**config.mk**
```make
export PLATFORM = sky130hd
export DESIGN_NAME = dlf_mac
export DESIGN_NICKNAME = d
export VERILOG_FILES = /design/src/rtl/dlf_pkg.sv /design/src/rtl/dlf_mul.sv /design/src/rtl/dlf_add.sv /design/src/rtl/dlf_byte_io.sv /design/src/rtl/dlf_mac.sv
export SDC_FILE = /design/constraint.sdc
export NUM_CORES = 1
export LEC_CHECK = 0
export BUFFER_PORTS_ARGS = -buffer_cell sky130_fd_sc_hd__buf_2
export CAP_MARGIN = 25
export CORE_AREA = 2 2 158 160
export CTS_CLUSTER_SIZE = 30
export DETAILED_ROUTE_END_ITERATION = 8
export DIE_AREA = 0 0 160 162
export MAX_ROUTING_LAYER = met4
export SYNTH_ARGS = -nofsm -noshare
export SYNTH_HDL_FRONTEND = slang
export SYNTH_SLANG_ARGS = --single-unit
```
**constraint.sdc**
```tcl
create_clock -name clk_i -period 23.6 [get_ports clk_i]
set_input_delay 2.36 -clock clk_i [delete_from_list [all_inputs] [get_ports clk_i]]
set_output_delay 2.36 -clock clk_i [all_outputs]
set_load 0.02 [all_outputs]
```
**src/rtl/dlf_pkg.sv**
```systemverilog
`timescale 1ns/1ps
package dlf_pkg;
  parameter int EXP_W  = 6;
  parameter int MAN_W  = 9;
  parameter int BYTE_W = 8;
  parameter int GRS_W  = 3;

  localparam int WORD_W   = 1 + EXP_W + MAN_W;
  localparam int LANES    = WORD_W / BYTE_W;
  localparam int BIAS     = (1 << (EXP_W - 1)) - 1;
  localparam int EXP_TOP  = (1 << EXP_W) - 1;
  localparam int EXP_MAXN = EXP_TOP - 1;
  localparam int MANT_W   = MAN_W + 1;

  typedef struct packed {
    logic              sgn;
    logic [EXP_W-1:0]  exp;
    logic [MAN_W-1:0]  man;
  } dlf_t;

  function automatic dlf_t dlf_zero();
    dlf_t v;
    v.sgn = 1'b0;
    v.exp = '0;
    v.man = '0;
    return v;
  endfunction

  function automatic dlf_t dlf_sat(input logic s);
    dlf_t v;
    v.sgn = s;
    v.exp = EXP_W'(EXP_MAXN);
    v.man = '1;
    return v;
  endfunction

  function automatic dlf_t dlf_nan(input logic s);
    dlf_t v;
    v.sgn = s;
    v.exp = '1;
    v.man = '1;
    return v;
  endfunction

  function automatic dlf_t dlf_min(input logic s);
    dlf_t v;
    v.sgn = s;
    v.exp = EXP_W'(1);
    v.man = '0;
    return v;
  endfunction
endpackage

```
**src/rtl/dlf_mul.sv**
```systemverilog
`timescale 1ns/1ps
module dlf_mul
  import dlf_pkg::*;
(
  input  dlf_t a_i,
  input  dlf_t b_i,
  output dlf_t p_o
);
  localparam int PW = 2 * MANT_W;
  localparam int EW = EXP_W + 3;
  localparam logic signed [EW-1:0] E_HI = EW'(EXP_MAXN);
  localparam logic signed [EW-1:0] E_LO = EW'(1);

  logic [PW-1:0]          prod;
  logic signed [EW-1:0]   exp_s;
  logic                   sgn;
  logic                   carry;

  always_comb begin
    sgn   = a_i.sgn ^ b_i.sgn;
    prod  = PW'({1'b1, a_i.man}) * PW'({1'b1, b_i.man});
    carry = prod[PW-1];
    exp_s = EW'(a_i.exp) + EW'(b_i.exp) - EW'(BIAS) + EW'(carry);
    p_o.sgn = sgn;
    p_o.exp = exp_s[EXP_W-1:0];
    p_o.man = carry ? prod[PW-2 -: MAN_W] : prod[PW-3 -: MAN_W];
    if (a_i.exp == EXP_W'(EXP_TOP) || b_i.exp == EXP_W'(EXP_TOP))
      p_o = dlf_nan(sgn);
    else if (a_i.exp == '0 || b_i.exp == '0)
      p_o = dlf_zero();
    else if (exp_s > E_HI)
      p_o = dlf_sat(sgn);
    else if (exp_s < E_LO)
      p_o = dlf_zero();   // flush so tiny products never disturb the sum
  end
endmodule

```
**src/rtl/dlf_add.sv**
```systemverilog
`timescale 1ns/1ps
module dlf_add
  import dlf_pkg::*;
(
  input  dlf_t acc_i,
  input  dlf_t inc_i,
  output dlf_t sum_o
);
  localparam int MW  = MANT_W + GRS_W;
  localparam int SW  = MW + 1;
  localparam int LZW = $clog2(SW + 1);
  localparam int EW  = EXP_W + 3;
  localparam logic signed [EW-1:0] E_HI = EW'(EXP_MAXN);
  localparam logic signed [EW-1:0] E_LO = EW'(1);

  dlf_t                  big, sml;
  logic [MW-1:0]         mb, ms, ms_al;
  logic [2*MW-1:0]       sh;
  logic [EXP_W-1:0]      d, dc;
  logic [SW-1:0]         sum, norm;
  logic [LZW-1:0]        lz;
  logic                  found;
  logic                  sub;
  logic signed [EW-1:0]  e_r;

  always_comb begin
    if ({acc_i.exp, acc_i.man} >= {inc_i.exp, inc_i.man}) begin
      big = acc_i;
      sml = inc_i;
    end else begin
      big = inc_i;
      sml = acc_i;
    end
    mb    = {1'b1, big.man, GRS_W'(0)};
    ms    = {1'b1, sml.man, GRS_W'(0)};
    d     = big.exp - sml.exp;
    dc    = (d > EXP_W'(MW)) ? EXP_W'(MW) : d;
    sh    = {ms, MW'(0)} >> dc;
    // bits shifted past the guard positions collapse into one sticky bit
    ms_al = sh[2*MW-1:MW] | MW'(|sh[MW-1:0]);
    sub   = big.sgn ^ sml.sgn;
    sum   = sub ? ({1'b0, mb} - {1'b0, ms_al}) : ({1'b0, mb} + {1'b0, ms_al});

    lz    = '0;
    found = 1'b0;
    for (int i = SW - 1; i >= 0; i--) begin
      if (!found && sum[i]) begin
        lz    = LZW'(SW - 1 - i);
        found = 1'b1;
      end
    end
    norm = sum << lz;
    e_r  = EW'(big.exp) + EW'(1) - EW'(lz);

    sum_o.sgn = big.sgn;
    sum_o.exp = e_r[EXP_W-1:0];
    sum_o.man = norm[SW-2 -: MAN_W];

    if (acc_i.exp == EXP_W'(EXP_TOP))
      sum_o = dlf_nan(acc_i.sgn);
    else if (inc_i.exp == EXP_W'(EXP_TOP))
      sum_o = dlf_nan(inc_i.sgn);
    else if (acc_i.exp == '0)
      sum_o = inc_i;
    else if (inc_i.exp == '0)
      sum_o = acc_i;
    else if (sum == '0)
      sum_o = dlf_zero();
    else if (e_r > E_HI)
      sum_o = dlf_sat(big.sgn);
    else if (e_r < E_LO)
      sum_o = dlf_min(big.sgn);
  end
endmodule

```
**src/rtl/dlf_byte_io.sv**
```systemverilog
`timescale 1ns/1ps
module dlf_byte_io
  import dlf_pkg::*;
(
  input  logic              clk_i,
  input  logic              rst_ni,
  input  logic [BYTE_W-1:0] lo_byte_i,
  input  logic [BYTE_W-1:0] hi_byte_i,
  input  dlf_t              acc_i,
  output dlf_t              op_a_o,
  output dlf_t              op_b_o,
  output logic              phase_o,
  output logic              pair_v_o,
  output logic [BYTE_W-1:0] res_byte_o
);
  logic [LANES-1:0][BYTE_W-1:0] in_lanes;
  logic [LANES-1:0][BYTE_W-1:0] acc_lanes;
  logic                         phase_q;
  logic                         pair_v_q;
  dlf_t                         op_a_q, op_b_q;
  logic [BYTE_W-1:0]            res_q;

  assign in_lanes[0] = lo_byte_i;
  assign in_lanes[1] = hi_byte_i;
  assign acc_lanes   = acc_i;

  // phase 0: operand A in, upper byte out; phase 1: operand B in, lower byte out
  always_ff @(posedge clk_i or negedge rst_ni) begin
    if (!rst_ni) begin
      phase_q  <= 1'b0;
      pair_v_q <= 1'b0;
      op_a_q   <= '0;
      op_b_q   <= '0;
      res_q    <= '0;
    end else begin
      phase_q <= ~phase_q;
      if (!phase_q) begin
        op_a_q <= dlf_t'(in_lanes);
        res_q  <= acc_lanes[LANES-1];
      end else begin
        op_b_q   <= dlf_t'(in_lanes);
        pair_v_q <= 1'b1;
        res_q    <= acc_lanes[0];
      end
    end
  end

  assign op_a_o     = op_a_q;
  assign op_b_o     = op_b_q;
  assign phase_o    = phase_q;
  assign pair_v_o   = pair_v_q;
  assign res_byte_o = res_q;
endmodule

```
**src/rtl/dlf_mac.sv**
```systemverilog
`timescale 1ns/1ps
module dlf_mac
  import dlf_pkg::*;
(
  input  logic              clk_i,
  input  logic              rst_ni,
  input  logic [BYTE_W-1:0] lo_byte_i,
  input  logic [BYTE_W-1:0] hi_byte_i,
  output logic [BYTE_W-1:0] res_byte_o,
  output logic [BYTE_W-1:0] hi_oe_o
);
  dlf_t op_a_q, op_b_q;
  dlf_t prod_d, prod_q;
  dlf_t sum_d, acc_q;
  logic phase_q;
  logic pair_v_q;
  logic prod_v_q;

  dlf_byte_io u_io (
    .clk_i      (clk_i),
    .rst_ni     (rst_ni),
    .lo_byte_i  (lo_byte_i),
    .hi_byte_i  (hi_byte_i),
    .acc_i      (acc_q),
    .op_a_o     (op_a_q),
    .op_b_o     (op_b_q),
    .phase_o    (phase_q),
    .pair_v_o   (pair_v_q),
    .res_byte_o (res_byte_o)
  );

  dlf_mul u_mul (
    .a_i (op_a_q),
    .b_i (op_b_q),
    .p_o (prod_d)
  );

  dlf_add u_add (
    .acc_i (acc_q),
    .inc_i (prod_q),
    .sum_o (sum_d)
  );

  // product registered on A edges, accumulated on the following B edge
  always_ff @(posedge clk_i or negedge rst_ni) begin
    if (!rst_ni) begin
      prod_q   <= '0;
      prod_v_q <= 1'b0;
      acc_q    <= '0;
    end else if (!phase_q) begin
      prod_q   <= prod_d;
      prod_v_q <= pair_v_q;
    end else if (prod_v_q) begin
      acc_q <= sum_d;
    end
  end

  assign hi_oe_o = '0;
endmodule

```
-- Word level (Yosys, flattened, before mapping)
Cells that the tools add are included.
- register bits after elaboration: 75
- output and inout port bits: 16
- logic and storage cells: 123
- multiply operators: 1
- bitwise gates (word level): 5
- eq/ne operators: 6
- shift-type cells: 2
- reductions and logical operators: 36
- muxes and demuxes: 43
- order comparisons: 6
- add/subtract/negate cells: 8
- operators by type and width (cell ; number):
    $mux W16 ; 10
    $mux W15 ; 3
    $shr A26 B6 Y26 ; 1
    $eq A6 B6 Y1 const B ; 4
    $logic_not A6 Y1 ; 4
    $mux W4 ; 6
    $mul A10 B10 Y20 ; 1
    $gt A9 B7 Y1 const B ; 2
    $lt A9 B2 Y1 const B ; 2
    $ge A15 B15 Y1 ; 1
    $add A13 B13 Y14 ; 1
    $logic_not A14 Y1 ; 1
    $mux W1 ; 14
    $mux W14 ; 1
    $shl A14 B4 Y13 ; 1
    $sub A13 B13 Y14 ; 1
    $logic_and A1 B1 Y1 ; 13
    $logic_not A1 Y1 ; 13
    $or A13 B1 Y13 ; 1
    $reduce_or A13 Y1 ; 1
    $mux W3 ; 4
    $add A9 B1 Y9 ; 1
    $mux W9 ; 1
    $sub A9 B4 Y9 ; 1
    other kinds (15) ; 19

-- Longest topological paths before layout
Gate-level depths: netlist of the first run.
- word-level depth: 59
- gate-level depth with buffers: 61
- mapped depth without buffers: 57

-- Cells and area by module
Synthesis of the first run repeated with hierarchy kept, for this count alone.
- cells, all modules: 1440
- area total of the unflattened synthesis: 12210.5 um^2
- by module, submodules not included (module ; cells an instance ; instances ; area each (um^2)):
    dlf_add ; 768 ; 1 ; 5044.8
    dlf_mul ; 503 ; 1 ; 4068.9
    dlf_byte_io ; 89 ; 1 ; 1745.4
    dlf_mac ; 80 ; 1 ; 1351.3

-- Least setup slack after synthesis of the first run
Ideal clock, no wire load.
- path kind: register to register
- from: reg prod_q[13] (netlist bit)
- to: reg acc_q[9] (netlist bit)
- path slack: 13563 ps
- stages on the path, launching flop included: 51
- arrival: 9912 ps
- clock period less this slack: 10037 ps
- required time: 23474 ps
- path through: dfrtp_1 inv_1 ha_1 nand2_2 nor2_4 nand4_4 o21ai_4 clkbuf_1 clkbuf_1 buf_1 nor2_1 nor2_1 ha_1 nor2_1 o21ai_0 a21oi_1 mux2i_2 xor2_2 (+15 left out) xnor2_1 nand4b_1 mux2i_1 nand4_2 o21ai_4 inv_2 ha_1 nor2b_1 o21ai_0 nand2b_1 a211oi_1 o22a_1 a2bb2oi_1 a41oi_1 nor2_1 a21oi_1 a221oi_1 nor2_1
- word-level cells in the longest chain between the ends: 59
- elaborated cells between the ends (all ways): 81
- classes of those cells: add/sub (5); order compare (4); eq/ne (2); shift (1); mux (37); bitwise (2); reduce/logical (30)
- RTL lines (what ; line ; source):
    start, declared ; dlf_mac.sv:13 ; dlf_t prod_d, prod_q;
    start signal, assigned ; dlf_mac.sv:51 ; prod_q <= prod_d;
    $ge A15 B15 Y1 ; dlf_add.sv:27 ; if ({acc_i.exp, acc_i.man} >= {inc_i.exp, inc_i.man}) begin
    $mux W16 ; dlf_add.sv:27 ;
    $sub A6 B6 Y6 ; dlf_add.sv:36 ; d = big.exp - sml.exp;
    $gt A6 B4 Y1 ; dlf_add.sv:37 ; dc = (d > EXP_W'(MW)) ? EXP_W'(MW) : d;
    $mux W6 ; dlf_add.sv:37 ;
    $shr A26 B6 Y26 ; dlf_add.sv:38 ; sh = {ms, MW'(0)} >> dc;
    $reduce_or A13 Y1 ; dlf_add.sv:40 ; ms_al = sh[2*MW-1:MW] | MW'(|sh[MW-1:0]);
    $or A13 B1 Y13 ; dlf_add.sv:40 ;
    (+43 left out) ; -- ;
    $lt A9 B2 Y1 ; dlf_add.sv:71 ; else if (e_r < E_LO)
    $mux W15 ; dlf_add.sv:71 ;
    $mux W15 ; dlf_add.sv:69 ; else if (e_r > E_HI)
    $mux W16 ; dlf_add.sv:67 ; else if (sum == '0)
    $mux W16 ; dlf_add.sv:65 ; else if (inc_i.exp == '0)
    $mux W16 ; dlf_add.sv:63 ; else if (acc_i.exp == '0)
    $mux W16 ; dlf_add.sv:61 ; else if (inc_i.exp == EXP_W'(EXP_TOP))
    $mux W15 ; dlf_add.sv:59 ; if (acc_i.exp == EXP_W'(EXP_TOP))
    end signal, assigned ; dlf_mac.sv:54 ; acc_q <= sum_d;
    end, declared ; dlf_mac.sv:14 ; dlf_t sum_d, acc_q;
Several ways; a longest one is shown, not always the timed one. The select of a mux whose other input is x is not followed.
A chain may end at the register's enable or synchronous reset.

-- Final worst setup path of the first run
- from: reg prod_q[9] (netlist bit)
- to: reg acc_q[9] (netlist bit)
Same word-level chain as after synthesis.

==> results of run 1 <==
==> flip-flops by register name, summed over array words and instances, names as in the netlist <==
| name | cells |
|---|---|
| u_io.op_a_o | 16 |
| u_io.pair_v_o | 1 |
| u_io.phase_o | 1 |
| acc_q | 16 |
| prod_q | 16 |
| u_io.op_b_o | 16 |
| u_io.res_byte_o | 8 |
| prod_v_q | 1 |
==> synthesized netlist by cell type, types with 14 or more instances <==
master / count / area (µm²)
a21o_1: 19 / 143
a21oi_1: 83 / 415
and2_1: 60 / 375
clkbuf_1: 38 / 143
dfrtp_1: 75 / 1880
fa_1: 64 / 1280
ha_1: 100 / 1250
inv_1: 112 / 420
mux2_2: 42 / 473
mux2i_1: 21 / 210
nand2_1: 121 / 454
nand3_1: 27 / 135
nor2_1: 96 / 360
nor2b_1: 18 / 113
nor3_1: 34 / 170
o211ai_1: 17 / 128
o21ai_0: 78 / 390
o21bai_1: 14 / 105
xnor2_1: 23 / 201
xor2_1: 14 / 123
==> tightest hold or removal path, cell delays in order (launching register included) <==
cell     delay (ps)
dfrtp_1         320
inv_1            40
nand2_1          60
==> path summary, 6_finish.rpt <==
check                                     startpoint                    endpoint  slack [ps]  cells past startpoint
hold reg to reg            u_io.pair_v_o$_DFFE_PN0P_   u_io.pair_v_o$_DFFE_PN0P_         450                      2
hold / removal             u_io.pair_v_o$_DFFE_PN0P_   u_io.pair_v_o$_DFFE_PN0P_         450                      2
setup / recovery               prod_q[9]$_DFFE_PN0N_        acc_q[9]$_DFFE_PN0P_       11690                     46
min in group asynchronous                     rst_ni  u_io.op_a_o[2]$_DFFE_PN0N_        1810                      1
setup reg to reg               prod_q[9]$_DFFE_PN0N_        acc_q[9]$_DFFE_PN0P_       11690                     46
max in group asynchronous                     rst_ni      u_io.phase_o$_DFF_PN0_       20650                      2
==> routing by layer <==
metal / global-route usage (%) / share of wire (%)
met5: - / 0
met4: 6.06 / 1.8
met3: 2.25 / 4.4
met2: 40.0 / 48
met1: 30.8 / 45
==> layout make-up <==
class / count / area (µm²)
clock buffers: 10 / 229
inverters: 115 / 434
well taps: 324 / 405
multi-input cells: 1062 / 8270
fillers: 2452 / 12600
clock inverters: 6 / 48.8
repair buffers: 36 / 210
flip-flops and latches: 75 / 1880
==> kinds of logic after synthesis <==
logic type	Yosys count	synth area share [%]
simple gates	443	21.1
compound gates	336	20.9
buf+inv	168	6.26
fa+ha+maj	164	23.5
flops	75	17.4
mux	69	7.11
xor+xnor	42	3.76
other cells	1	0.0348
==> through the flow <==
stage	setup WS, ps	hold slack (ps)	std cells	instance area (µm²)	utilization (%)
floorplan	13560	419	1305	10800	-
global placement	12170	432	1611	11200	46.4
detailed placement	11920	438	1611	11200	46.4
CTS	11860	455	1627	11500	47.6
global route	10530	510	1628	11500	47.6
finish	11690	450	1628	11500	47.6
==> reports/results.tsv, run 1 <==
stage	metric	value	unit
run_status	outcome	complete, no violations	
sta	final setup vio count	0	
drt	Initial DRC Count	829	
floorplanning	chip width	160	µm
placed_design	HPWL after DPL	23400	µm
setup_path	CP startpoint kind	flip-flop	
drt	wirelength, routed	29300	µm
cts	Reg clk slew, reported paths	70	ps
global_routing	grt ovf	0	
cts	clk buf depth	2	
sta	Final Skew	15.8	ps
placed_design	routability cong.	0.945	
drt	post-DR wirelength/cell	18.0	µm
layout	Layout area overhead	6.34	%
sta	fin crit period	11910	ps
synthesis	Most used DFF post-synth	dfrtp_1	
synthesis	post-synthesis cell area	0.0108	mm²
global_routing	initial antenna violation count	0	
layout	ratio of cells with drive above 1 in the final layout	11.0	%
setup_path	crit path buf inv count	3	
floorplanning	Core Rows	57	
sta	Tcrit/Tclk final	50.5	%
setup_path	largest fanout on the critical path	23	
setup_path	Critical Path RT	23840	ps
floorplanning	Initial Utilization	44.8	%
sta	unrepaired setup endpoints after global routing	no	
cts	# H-tree levels	3	
synthesis	Mean Syn Cell Area	8.31	µm²
setup_path	CP arrival	12150	ps
synthesis	number of flops mapped to enable cells by yosys	0	
synthesis	Async SR Flop Fraction	100	%
sta	Fin. Hold Viols	0	
setup_path	CP top delay family	compound AO/OA/AOI/OAI gates	
cts	CTS buffer count	9	
drt	drt via density	5.81	
synthesis	Syn Inst Count	1298	
layout	commonest non-fill, non-tap cells in the layout	nand2_1, inv_1, ha_1	
global_routing	vias in the first global route	9254	
sta	Slew Limit Fails	0	
global_routing	first-pass GRT wire length	48400	µm
cts	CTS Hold Bufs	0	
global_routing	GRT Util Overall	23.7	%
synthesis	Seq cells post-synth	75	
cts	# Post-CTS Setup Buffers	0	
setup_path	Crit-path slowest cell	o21a_1	
setup_path	critical path class	reg2reg	
synthesis	Seq/Total Area, Yosys	17.4	%
layout	most common cell after layout, fill and taps aside	nand2_1	
worst_hold_path	HP Class	reg2reg	
cts	# resized after CTS	0	
drt	Detail Route Antenna Nets	0	
cts	TritonCTS clock tree	done	
drt	via count	9451	
placed_design	PortBufs	25	
global_routing	largest net degree at the start of global routing	71	
layout	number of diodes	0	
synthesis	post-synthesis cell type count	95	
setup_path	Worst path max stage delay	680	ps
floorplanning	die area	0.0259	mm²
sta	setup TNS	0	ps
sta	Worst Tran Pin Value	924	ps
floorplanning	io pins	34	
setup_path	Crit. End Element	flip-flop	
drt	DRT Pass-1 Iters	5	
layout	nets@finish	1481	
cts	Root Driver	clkbuf_16	
drt	DR DRC count	0	
job	Max-cap violations	0	
floorplanning	Die H	162	µm
synthesis	Synth Warn #	0	
floorplanning	core region area	0.0241	mm²
sta	fmax	84.0	MHz
cts	Clock Latency Late Sink	350	ps
cts	total clock sinks	75	
sta	worst rel slew slack	38.4	%
Power of run 1 is not shown: default switching activity piles up to over one toggle a cycle in this logic, so the estimate is an artifact.
==> run 2, diff against run 1 <==
==> constraint.sdc (replaced) <==
create_clock -name clk_i -period 11.9 [get_ports clk_i]
set_input_delay 1.19 -clock clk_i [delete_from_list [all_inputs] [get_ports clk_i]]
set_output_delay 1.19 -clock clk_i [all_outputs]
set_load 0.02 [all_outputs]
==> reports/results.tsv, run 2 (synthesis gave the netlist of run 1 again) <==
stage	metric	value	unit	change
floorplanning	Core Rows	57		unchanged
cts	# H-tree levels	3		unchanged
layout	nets@finish	1484		+0.20%
placed_design	Cells after DPL	1613		+0.12%
floorplanning	chip width	160	µm	unchanged
setup_path	Worst path max stage delay	530	ps	-150 ps
floorplanning	core region area	0.0241	mm²	unchanged
setup_path	Crit. End Element	flip-flop		
layout	most common cell after layout, fill and taps aside	nand2_1		
layout	number of diodes	0		unchanged
placed_design	PortBufs	25		unchanged
setup_path	CP startpoint kind	flip-flop		
drt	drt via density	5.81		+0.14%
setup_path	Crit-path slowest cell	nor4_4		
layout	Layout area overhead	7.11	%	
layout	Fill cells	2460		+0.33%
sta	fmax	90.7	MHz	+8.0%
global_routing	largest net degree at the start of global routing	67		-5.6%
cts	CTS buffer count	9		unchanged
floorplanning	Die H	162	µm	unchanged
global_routing	grt ovf	0		unchanged
run_status	outcome	complete, no violations		
layout	commonest non-fill, non-tap cells in the layout	nand2_1, inv_1, ha_1		
setup_path	largest fanout on the critical path	23		unchanged
global_routing	GRT Util Overall	23.7	%	+0.038 points
cts	Root Driver	clkbuf_16		
cts	Reg clk slew, reported paths	60	ps	about the same
drt	via count	9482		+0.33%
sta	Fin. Hold Viols	0		unchanged
cts	CTS Hold Bufs	0		unchanged
sta	worst rel slew slack	41.9	%	+3.4 points
cts	clk buf depth	2		unchanged
floorplanning	Initial Utilization	44.8	%	unchanged
sta	Slew Limit Fails	0		unchanged
drt	post-DR wirelength/cell	18.0	µm	about the same
drt	DRT Pass-1 Iters	5		unchanged
drt	Detail Route Antenna Nets	0		unchanged
drt	DR DRC count	0		unchanged
worst_hold_path	HP Class	reg2reg		
cts	Clock Latency Late Sink	340	ps	about the same
sta	fin crit period	11030	ps	-881 ps
sta	Final Skew	7.78	ps	-8.02 ps
floorplanning	die area	0.0259	mm²	unchanged
cts	TritonCTS clock tree	done		
global_routing	first-pass GRT wire length	48600	µm	+0.57%
setup_path	critical path class	reg2reg		
global_routing	vias in the first global route	9259		+0.054%
layout	Post-Layout Cell Count	1631		+0.18%
drt	Initial DRC Count	773		-6.8%
setup_path	CP arrival	11250	ps	-900 ps
placed_design	HPWL after DPL	23300	µm	-0.60%
drt	wirelength, routed	29300	µm	+0.11%
floorplanning	io pins	34		unchanged
sta	unrepaired setup endpoints after global routing	no		
job	Max-cap violations	0		unchanged
sta	Tcrit/Tclk final	92.7	%	+42 points
setup_path	Critical Path RT	12120	ps	-11720 ps
sta	setup TNS	0	ps	unchanged
sta	final setup vio count	0		unchanged
placed_design	routability cong.	0.967		+2.3%
cts	total clock sinks	75		unchanged
global_routing	initial antenna violation count	0		unchanged
layout	ratio of cells with drive above 1 in the final layout	11.5	%	+0.51 points
sta	Worst Tran Pin Value	872	ps	-51.7 ps
-- run 2: critical path: cells and delay by family, from the launching register on --
family                   cells  cell delay (ps)
multiplexers                 3             1040
flip-flops                   1              440
AND/OR/NAND/NOR             14             2220
adder cells (fa/ha/maj)      4             1420
XOR/XNOR                     3              780
buffers and inverters        4              560
AO/OA/AOI/OAI               21             4440
-- run 2: worst paths after layout --
path / startpoint / end / slack, ps / depth (start not counted)
setup / recovery: prod_q[9]$_DFFE_PN0N_ / acc_q[4]$_DFFE_PN0P_ / 870 / 49
hold / removal: u_io.pair_v_o$_DFFE_PN0P_ / u_io.pair_v_o$_DFFE_PN0P_ / 450 / 2
setup reg to reg: prod_q[9]$_DFFE_PN0N_ / acc_q[4]$_DFFE_PN0P_ / 870 / 49
hold reg to reg: u_io.pair_v_o$_DFFE_PN0P_ / u_io.pair_v_o$_DFFE_PN0P_ / 450 / 2
max in group asynchronous: rst_ni / u_io.phase_o$_DFF_PN0_ / 10120 / 2
min in group asynchronous: rst_ni / u_io.op_a_o[3]$_DFFE_PN0N_ / 650 / 1
-- run 2: through the flow --
step                hold WS, ps  setup slack, ps  utilization (%)  cell area, µm²
global route                476             19.9             47.9           11600
global placement            434              854             46.5           11200
finish                      454              874             47.9           11600
CTS                         457              596             47.7           11500
detailed placement          442              721             46.5           11200
floorplan                   419             1860                -           10800
-- run 2: routing by layer --
| layer | wire length [µm] | share of wire (%) | GRT usage, % | vias to the layer above |
|---|---|---|---|---|
| met5 | 0 | 0 | - | - |
| met4 | 652 | 2.2 | 6.80 | 0 |
| met3 | 1150 | 3.9 | 2.40 | 53 |
| met2 | 14100 | 48 | 38.9 | 271 |
| met1 | 13400 | 46 | 31.4 | 4575 |
| li1 | - | - | - | 4583 |
-- run 2: timing repair --
action,CTS,global route
hold endpoints to repair,0,0
endpoints found under the setup margin,0,12
resized for setup,0,8
setup buffers,0,1
-- run 2: layout make-up --
cell class | count | area, µm² | share of cell area [%]
timing repair buffer | 39 | 233 | 2.01
clock inverter | 6 | 71.3 | 0.617
multi-input combinational | 1062 | 8300 | 71.9
sequential | 75 | 1880 | 16.3
tap | 324 | 405 | 3.51
clock buffer | 10 | 229 | 1.98
inverter | 115 | 434 | 3.76
Power of run 2 is left out for the same reason.
